`src/rtl/disp_pwr_seq_pkg.sv`:
```
// Shared definitions for the display power sequencer: register selects
// and stage bit positions. Assumes a two-bit register address.
package disp_pwr_seq_pkg;

    typedef enum logic [1:0] {
        SEL_SET    = 2'd0,
        SEL_CLR    = 2'd1,
        SEL_STATUS = 2'd2,
        SEL_CTRL   = 2'd3
    } reg_sel_e;

    localparam int NUM_STAGES = 4;
    localparam int STG_CLK    = 0;
    localparam int STG_SYNC   = 1;
    localparam int STG_DISP   = 2;
    localparam int STG_PWM    = 3;

endpackage

```
`src/rtl/dps_regs.sv`:
```
// Register file of the sequencer. It holds the per-stage request bits,
// which are set and cleared by separate registers, and the control
// register (guard count, guard-delay bit, vertical-sync delay bit).
// Read data is combinational. Assumes the data width is GUARD_W+2, so
// that every written bit has a destination.
module dps_regs
    import disp_pwr_seq_pkg::*;
#(
    parameter  int GUARD_W = 8,
    localparam int DATA_W  = GUARD_W + 2
) (
    input  logic                  clk,
    input  logic                  rst_n,
    input  logic                  wr_en,
    input  logic [1:0]            wr_addr,
    input  logic [DATA_W-1:0]     wr_data,
    input  logic [1:0]            rd_addr,
    input  logic [NUM_STAGES-1:0] status,
    output logic [DATA_W-1:0]     rd_data,
    output logic [NUM_STAGES-1:0] req,
    output logic [GUARD_W-1:0]    guard,
    output logic                  delay_en,
    output logic                  vsync_shift
);

    logic [NUM_STAGES-1:0] wr_bits;
    logic                  set_hit;
    logic                  clr_hit;
    logic                  ctrl_hit;

    // Decode which register, if any, the current write targets.
    always_comb begin
        wr_bits  = wr_data[NUM_STAGES-1:0];
        set_hit  = wr_en && (reg_sel_e'(wr_addr) == SEL_SET);
        clr_hit  = wr_en && (reg_sel_e'(wr_addr) == SEL_CLR);
        ctrl_hit = wr_en && (reg_sel_e'(wr_addr) == SEL_CTRL);
    end

    // Request bits: the set register ORs bits in, the clear register masks them out.
    always_ff @(posedge clk) begin
        if (!rst_n) begin
            req <= '0;
        end else if (set_hit) begin
            req <= req | wr_bits;
        end else if (clr_hit) begin
            req <= req & ~wr_bits;
        end
    end

    // Control register, loaded as one word.
    always_ff @(posedge clk) begin
        if (!rst_n) begin
            guard       <= GUARD_W'(1);
            delay_en    <= 1'b1;
            vsync_shift <= 1'b0;
        end else if (ctrl_hit) begin
            guard       <= wr_data[GUARD_W-1:0];
            delay_en    <= wr_data[GUARD_W];
            vsync_shift <= wr_data[GUARD_W+1];
        end
    end

    // Read multiplexer; the clear register reads as zero.
    always_comb begin
        case (reg_sel_e'(rd_addr))
            SEL_SET:    rd_data = DATA_W'(req);
            SEL_STATUS: rd_data = DATA_W'(status);
            SEL_CTRL:   rd_data = {vsync_shift, delay_en, guard};
            default:    rd_data = '0;
        endcase
    end

    // a set write never drops a request that was already set
    a_r2_set_keeps: assert property (@(posedge clk) disable iff (!rst_n)
        set_hit |=> ((req & $past(req)) == $past(req)));

    // a clear write leaves every addressed request low
    a_r3_clear_lands: assert property (@(posedge clk) disable iff (!rst_n)
        clr_hit |=> ((req & $past(wr_bits)) == '0));

    // zero data bits in a clear write leave the other requests as they were
    a_r3_clear_only_marked: assert property (@(posedge clk) disable iff (!rst_n)
        clr_hit |=> ((req & ~$past(wr_bits)) == ($past(req) & ~$past(wr_bits))));

endmodule

```
`src/rtl/dps_stage.sv`:
```
// A simple sequencing stage. Its run state follows the request one cycle
// later, and only while the gate (the status of the stage it depends on)
// is high. The run state doubles as the enable output and the status bit.
module dps_stage (
    input  logic clk,
    input  logic rst_n,
    input  logic req,
    input  logic gate,
    output logic run
);

    // Update the run state from the request and its prerequisite.
    always_ff @(posedge clk) begin
        if (!rst_n) begin
            run <= 1'b0;
        end else begin
            run <= req && gate;
        end
    end

endmodule

```
`src/rtl/dps_disp.sv`:
```
// Panel enable stage. It waits for sync status and the panel request,
// then counts frame-start pulses up to the guard count before it raises
// the pin. A cleared request lowers the pin at the next frame start.
// Loss of sync lowers it at once. Assumes frame_start is a one-cycle pulse.
module dps_disp #(
    parameter  int GUARD_W = 8,
    localparam int CMP_W   = GUARD_W + 1
) (
    input  logic               clk,
    input  logic               rst_n,
    input  logic               req,
    input  logic               sync_sts,
    input  logic               frame_start,
    input  logic [GUARD_W-1:0] guard,
    input  logic               delay_en,
    output logic               run
);

    logic [GUARD_W-1:0] frames;
    logic [CMP_W-1:0]   frames_nx;
    logic               no_wait;

    // Next frame count, widened so that the compare cannot wrap.
    always_comb begin
        frames_nx = {1'b0, frames} + CMP_W'(1);
        no_wait   = !delay_en || (guard == '0);
    end

    // Pin state and guard frame counter.
    always_ff @(posedge clk) begin
        if (!rst_n) begin
            run    <= 1'b0;
            frames <= '0;
        end else if (!sync_sts) begin
            run    <= 1'b0;
            frames <= '0;
        end else if (run) begin
            frames <= '0;
            if (!req && frame_start) begin
                run <= 1'b0;
            end
        end else if (req) begin
            if (no_wait) begin
                run <= 1'b1;
            end else if (frame_start) begin
                if (frames_nx >= {1'b0, guard}) begin
                    run    <= 1'b1;
                    frames <= '0;
                end else begin
                    frames <= frames_nx[GUARD_W-1:0];
                end
            end
        end else begin
            frames <= '0;
        end
    end

    // the pin only rises while sync was running
    a_r6_needs_sync: assert property (@(posedge clk) disable iff (!rst_n)
        $rose(run) |-> $past(sync_sts));

    // with the guard delay active, a rise is always caused by a frame pulse
    a_r6_rise_on_frame: assert property (@(posedge clk) disable iff (!rst_n)
        ($rose(run) && $past(delay_en) && ($past(guard) != '0)) |-> $past(frame_start));

    // the pin falls only at a frame boundary or after sync is lost
    a_r8_fall_cause: assert property (@(posedge clk) disable iff (!rst_n)
        $fell(run) |-> ($past(frame_start) || !$past(sync_sts)));

    // while sync is running and the request holds, the pin never drops
    a_r8_hold_while_requested: assert property (@(posedge clk) disable iff (!rst_n)
        (run && req && sync_sts) |=> run);

endmodule

```
`src/rtl/disp_pwr_seq.sv`:
```
// Display power sequencer top. It connects the register file, three
// simple stages (clock, sync gated by clock status, PWM) and the panel
// enable stage. Status bits are the run states of the stages.
module disp_pwr_seq
    import disp_pwr_seq_pkg::*;
#(
    parameter  int GUARD_W = 8,
    localparam int DATA_W  = GUARD_W + 2
) (
    input  logic              clk,
    input  logic              rst_n,
    input  logic              wr_en,
    input  logic [1:0]        wr_addr,
    input  logic [DATA_W-1:0] wr_data,
    input  logic [1:0]        rd_addr,
    output logic [DATA_W-1:0] rd_data,
    input  logic              frame_start,
    output logic              pclk_en,
    output logic              sync_en,
    output logic              disp_pin,
    output logic              pwm_en,
    output logic              vsync_shift
);

    logic [NUM_STAGES-1:0] req;
    logic [NUM_STAGES-1:0] run;
    logic [NUM_STAGES-1:0] gate;
    logic [GUARD_W-1:0]    guard;
    logic                  delay_en;

    dps_regs #(.GUARD_W(GUARD_W)) u_regs (
        .clk         (clk),
        .rst_n       (rst_n),
        .wr_en       (wr_en),
        .wr_addr     (wr_addr),
        .wr_data     (wr_data),
        .rd_addr     (rd_addr),
        .status      (run),
        .rd_data     (rd_data),
        .req         (req),
        .guard       (guard),
        .delay_en    (delay_en),
        .vsync_shift (vsync_shift)
    );

    // Prerequisite of each stage: sync needs the clock, the others stand alone.
    always_comb begin
        gate           = '1;
        gate[STG_SYNC] = run[STG_CLK];
    end

    // Simple stages are built in a loop; the panel stage has its own module.
    for (genvar s = 0; s < NUM_STAGES; s++) begin : g_stage
        if (s == STG_DISP) begin : g_disp
            dps_disp #(.GUARD_W(GUARD_W)) u_disp (
                .clk         (clk),
                .rst_n       (rst_n),
                .req         (req[s]),
                .sync_sts    (run[STG_SYNC]),
                .frame_start (frame_start),
                .guard       (guard),
                .delay_en    (delay_en),
                .run         (run[s])
            );
        end else begin : g_plain
            dps_stage u_stage (
                .clk   (clk),
                .rst_n (rst_n),
                .req   (req[s]),
                .gate  (gate[s]),
                .run   (run[s])
            );
        end
    end

    // Drive the stage enables from the run states.
    always_comb begin
        pclk_en  = run[STG_CLK];
        sync_en  = run[STG_SYNC];
        disp_pin = run[STG_DISP];
        pwm_en   = run[STG_PWM];
    end

    // sync only runs if the clock ran on the cycle before
    a_r5_sync_after_clk: assert property (@(posedge clk) disable iff (!rst_n)
        sync_en |-> $past(pclk_en));

    // the clock enable changes only one cycle after its request did
    a_r4_clk_lag: assert property (@(posedge clk) disable iff (!rst_n)
        (pclk_en != $past(pclk_en)) |-> (pclk_en == $past(req[STG_CLK])));

    // PWM tracks its own request regardless of the other stages
    a_r9_pwm_follow: assert property (@(posedge clk) disable iff (!rst_n)
        req[STG_PWM] |=> pwm_en);

    // the status read is zero on the cycle after reset
    a_r1_reset_quiet: assert property (@(posedge clk)
        !rst_n |=> (run == '0));

endmodule

```
`config.mk`:
```
export PLATFORM = sky130hd
export DESIGN_NAME = disp_pwr_seq
export DESIGN_NICKNAME = d
export VERILOG_FILES = /design/src/rtl/disp_pwr_seq_pkg.sv /design/src/rtl/dps_regs.sv /design/src/rtl/dps_stage.sv /design/src/rtl/dps_disp.sv /design/src/rtl/disp_pwr_seq.sv
export SDC_FILE = /design/constraint.sdc
export NUM_CORES = 1
export LEC_CHECK = 0
export ABC_AREA = 1
export ABC_CLOCK_PERIOD_IN_PS = 2500
export BUFFER_PORTS_ARGS = -buffer_cell sky130_fd_sc_hd__buf_2
export CORE_MARGIN = 10
export CORE_UTILIZATION = 50
export DETAILED_ROUTE_END_ITERATION = 7
export PLACE_DENSITY_LB_ADDON = 0.3
export SYNTH_ARGS = -nofsm -noshare
export SYNTH_HDL_FRONTEND = slang
export SYNTH_SLANG_ARGS = --single-unit
```
`constraint.sdc`:
```
create_clock -name clk -period 2.5 [get_ports clk]
set_clock_uncertainty 0.15 [all_clocks]
set_input_delay 0.625 -clock clk [delete_from_list [all_inputs] [get_ports clk]]
set_output_delay 0.625 -clock clk [all_outputs]
set_load 0.02 [all_outputs]
```
Word level (Yosys, flattened, before mapping). Index checks and enable logic that the tools add are counted.

Reductions and logical operators: 15. Equal/unequal tests: 4. Bitwise gates (word level): 7. Muxes and demuxes: 10. Shift-type cells: 0. Order comparisons: 1. Divide/modulo/power cells: 0. Add/sub/neg operators: 1. Multipliers: 0.

Operators with widths (number): $pmux 10 s3 (1); $add 8x1->9 const B (1); $ge 9x8->1 (1); $logic_not 8->1 (1); $mux 4 (2); $mux 8 (1); $eq 2x2->1 const B (3); $mux 1 (6); $logic_and 1x1->1 (5); $and 4x4->4 (1); $logic_not 2->1 (2); $not 1->1 (4); $not 4->4 (1); $or 4x4->4 (1); $reduce_and 2->1 (2); $reduce_or 4->1 (1); $eq 2x1->1 const B (1); $logic_not 1->1 (2); $reduce_bool 2->1 (1); $logic_or 1x1->1 (1).

Flip-flop bits (word level): 26. Input bits: 18. Memory bits (read-only): 0. Output and inout port bits: 15. Latch bits: 0. Memory bits (writable): 0. Memories: 0. Word-level logic and storage cells: 47.

Longest topological paths before layout.
Depth after elaboration: 7. Mapped depth: 16. Mapped depth without buffers: 16.

Cells and area by module. From an unflattened synthesis, not the netlist that was laid out.

Cell total of the unflattened synthesis: 234. Area total of the unflattened synthesis: 1595.3 µm².

Modules (own cells, without submodules): dps_disp (cells each 129, instances 1, seq. area each 180.2 µm², area an instance 819.5 µm²); dps_regs (cells each 92, instances 1, seq. area each 280.3 µm², area an instance 670.6 µm²); dps_stage (cells each 4, instances 3, seq. area each 20.0 µm², area an instance 33.8 µm²); disp_pwr_seq (cells each 1, instances 1, seq. area each 0.0 µm², area an instance 3.8 µm²).

Worst setup path before layout. OpenSTA, ideal clock, no wires.

Path type: register to register. Start: register g_stage[2].g_disp.u_disp.frames[0]. End: register g_stage[2].g_disp.u_disp.run. Data required time: 2233 ps. Clock period less this slack: 2072 ps. Slack: 428 ps. Data arrival time: 1805 ps. Setup time: 117 ps. Stages on the path, launching flop included: 15. Buffers on the path: 0. Cell sequence: dfxtp_1 > ha_1 > nand3_2 > nor2_2 > xor2_1 > inv_1 > ha_1 > nand2_1 > inv_1 > nand2_1 > nand2_1 > nand2_2 > nand2_1 > nand2_1 > a21oi_1.

Cells in the longest elaborated chain, start to end: 7.

RTL lines: from (decl) (line dps_disp.sv:19) `logic [GUARD_W-1:0] frames;`; from (signal assigned) (line dps_disp.sv:50) `frames <= frames_nx[GUARD_W-1:0];`; $add 8x1->9 (line dps_disp.sv:25) `frames_nx = {1'b0, frames} + CMP_W'(1);`; $ge 9x8->1 (line dps_disp.sv:46) `if (frames_nx >= {1'b0, guard}) begin`; $mux 1 (line dps_disp.sv:46); $mux 1 (line dps_disp.sv:45) `end else if (frame_start) begin`; $mux 1 (line dps_disp.sv:43) `if (no_wait) begin`; $mux 1 (line dps_disp.sv:42) `end else if (req) begin`; $mux 1 (line dps_disp.sv:37) `end else if (run) begin`; to (signal assigned) (line dps_disp.sv:40) `run <= 1'b0;`; to (signal assigned) (line dps_disp.sv:44) `run <= 1'b1;`; to (signal assigned) (line dps_disp.sv:47) `run <= 1'b1;`; to (decl) (line dps_disp.sv:16) `output logic run`.

No other way between the ends. A chain may end at the register's enable or synchronous reset.

Worst setup path in the final report.
Start: input port rd_addr[1]. End: output port rd_data[2].

Cells in the longest elaborated chain, start to end: 2. Elaborated cells between the ends (all ways): 4. Classes of those cells: eq/ne: 2; mux: 1; reduce/logical: 1.

RTL lines: from (decl) (line disp_pwr_seq.sv:15) `input logic [1:0] rd_addr,`; $eq 2x2->1 or $logic_not 2->1 (tied branches) (line dps_regs.sv:65) `case (reg_sel_e'(rd_addr))`; $pmux 10 s3 (*) (line dps_regs.sv:65); to (decl) (line disp_pwr_seq.sv:16) `output logic [DATA_W-1:0] rd_data,`.

Mark *: on every way between the ends. The rest lies on a longest branch, timed or not.

==> impl_metrics.yaml <==
outcome:
  status: "finished clean"
sta:
  hold_viol_final: 0
  slew_viol_final: 0
  finalSetupTns_ns: 0
  worstMarginPinSlew_ns: 0.458
  rsz0062_at_grt: "false"
  holdWs_ns: 0.303
  fmax_mhz: 450
  finalSetupViolations: 0
  period_needed_ns: 2.22
  max-slew-margin-rel: 0.692
  period_share: 0.889
yosys:
  ys_top_cells_by_area: "dfxtp_1 34%, nand2_1 11%, inv_1 8.8%"
  synth_nets: 247
  synth_top_area_frac: 0.338
  syn-instance-count: 220
  yosys.area.top_type: "dfxtp_1"
  synth.ff_latch_count: 26
  synth_cell_types: 25
  netlist_area_sq_um: 1540
  yosysWarnings: 0
  ys_seq_area_frac: 0.338
  synth.avg_cell_area_sq_um: 7.00
finish:
  diodes: 0
  synthToLayoutAreaGrowth_pct: 16.1
  utilization: 0.595
  multi_input_area_sq_um: 857
  layout-drive-gt1-share: 0.221
  layout_common_cells: "45 x nand2_1, 36 x inv_1, 32 x buf_2"
  layout_commonest_cell: "nand2_1"
  final_area_sq_um: 1790
  stdcell_count: 286
  seqCellArea_sq_um: 523
  fin_nets: 281
  final.fill_count: 305
die:
  core_area_sq_um: 3000
  ioPinCount: 33
  std_cell_rows: 20
  die_h_microns: 75.5
  die_w_microns: 75.5
  initial_core_util: 0.513
  dieArea_sq_um: 5700
critical_path:
  cpPeakStageDelay_ns: 0.26
  worstPathRequired_ns: 1.73
  cp_slowest_cell: "o211ai_1"
  r2r_slack_ns: 0.28
  crit_path_frequent_cell: "buf_2"
  cp.depth: 4
  startpoint_type: "primary input"
  critPathKind: "primary input to output pin"
  endpoint_kind: "output pin"
  crit_buf_inv: 2
  cp_top_family: "buffers and inverters"
  rr_worst_depth: 11
  cp_max_fo: 10
  worstPathCellList: "buf_2, nand2_1, o211ai_1, buf_2"
  arrival_ns: 1.45
detailed_routing:
  drt-initial-drc-count: 81
  highest_layer: "met4"
  routed_via_density: 5.07
  drt_pre_antenna_iters: 4
  drc: 0
  wl_mm: 3.50
  vias: 1450
  dr_wl_met3_microns: 181
  final_antenna_net_count: 0
  post_drt_wl_per_cell_microns: 12.2
  wl_met1_mm: 1.54
  dr_wl_met2_mm: 1.74
global_route:
  overflow: 0
  grt.total_usage: 0.133
  grt_first_pass_wirelength_mm: 6.09
  antenna_found_initial: 0
  grt_max_degree: 17
  grt_pass1_vias: 1457
pwr:
  p_leak_nw: 0.856
  cellPowerDensity_nw_per_um2: 469
  ir_worst_vdd_v: 0.000244
worst_hold_path:
  hold_depth: 2
  hp-class: "flop to flop"
clock_network:
  cts_tree: "done"
  clkTransAtPathRegs_ns: 0.14
  clkSinkCount: 26
  clk-insertion-delay-late_ns: 0.32
  root_buffer: "clkbuf_4"
  clockBufferDepth: 2
  cts_setup_buffers: 0
  htreeDepth: 1
  numCtsBuffers: 3
placed_design:
  io_buffers: 32
  place.gp.congestion: 0.845
  dpl-instance-area_sq_um: 1720
  dpl.hpwl_mm: 2.79
  dp.cells: 282
run:
  maxCapViolCount: 0
==> area by class of cell <==
type                            instances  area share
Tap cell                               33      0.0231
Clock buffer                            3      0.0126
Sequential cell                        26       0.293
Timing Repair Buffer                   32      0.0896
Inverter                               41      0.0861
Clock inverter                          1      0.0168
Multi-Input combinational cell        150       0.479
==> cells by family (layout without fill, tap and decap cells) <==
logic type                 Yosys count  count (layout)  share of synthesized area
adders and majority gates            9               9                     0.0731
DFF                                 26              26                      0.338
AOI/OAI and AO/OA                   44              44                      0.166
xor gates and xnor gates             3               3                     0.0171
and+or+nand+nor                     94              94                      0.289
buffers and inverters               44              77                      0.117
==> tightest hold or removal path: stages (launching register included) <==
cell and delay [ns]:
dfxtp_1 0.34, nand2_1 0.05, inv_1 0.04
==> path summary, 6_finish.rpt <==
| kind | endpoint | start |
|---|---|---|
| setup / recovery | rd_data[2] | rd_addr[1] |
| setup reg to reg | g_stage[2].g_disp.u_disp.frames[0] | g_stage[2].g_disp.u_disp.frames[0] |
| hold / removal | g_stage[3].g_plain.u_stage.run | flop |
| hold reg to reg | g_stage[3].g_plain.u_stage.run | flop |
==> cells in the mapped netlist <==
library cell,n
nand2_1,45
inv_1,36
dfxtp_1,26
a21oi_1,22
nand3_1,17
nor2_1,17
o21ai_0,15
ha_1,9
inv_2,5
o211ai_1,4
nor3_1,3
xor2_1,3
buf_6,2
nand2_2,2
nand3_2,2
nor2_2,2
nor3_2,2
a21oi_2,1
a31oi_4,1
a32o_1,1
clkbuf_1,1
nand3_4,1
nand3b_1,1
nand4_1,1
nor3_4,1
==> repair_timing <==
item | in CTS | in global routing
hold buffers | 0 | 0
hold endpoints to repair | 0 | 0
endpoints found under the setup margin | 0 | 9
gates resized for setup | 0 | 5
==> metrics by stage <==
step / total power, mW / worst slack [ns]
2_1_floorplan: 0.521 / 0.428
3_3_place_gp: 0.557 / 0.257
3_5_place_dp: 0.559 / 0.236
4_1_cts: 0.843 / 0.197
5_1_grt: 0.879 / 0.0101
6_report: 0.839 / 0.278
==> per-layer routing <==
layer,global-route usage,vias to the layer above
li1,-,776
met1,0.152,641
met2,0.240,28
met3,0.0273,5
met4,0.0392,0
met5,0,-
==> power by group <==
part           internal [mW]  total (mW)  leakage [nW]  switching (mW)
registers              0.426       0.432         0.212         0.00687
clock network          0.162       0.287        0.0279           0.125
logic                 0.0408       0.119         0.615          0.0785
No activity file was read; power rests on OpenSTA's default activity.
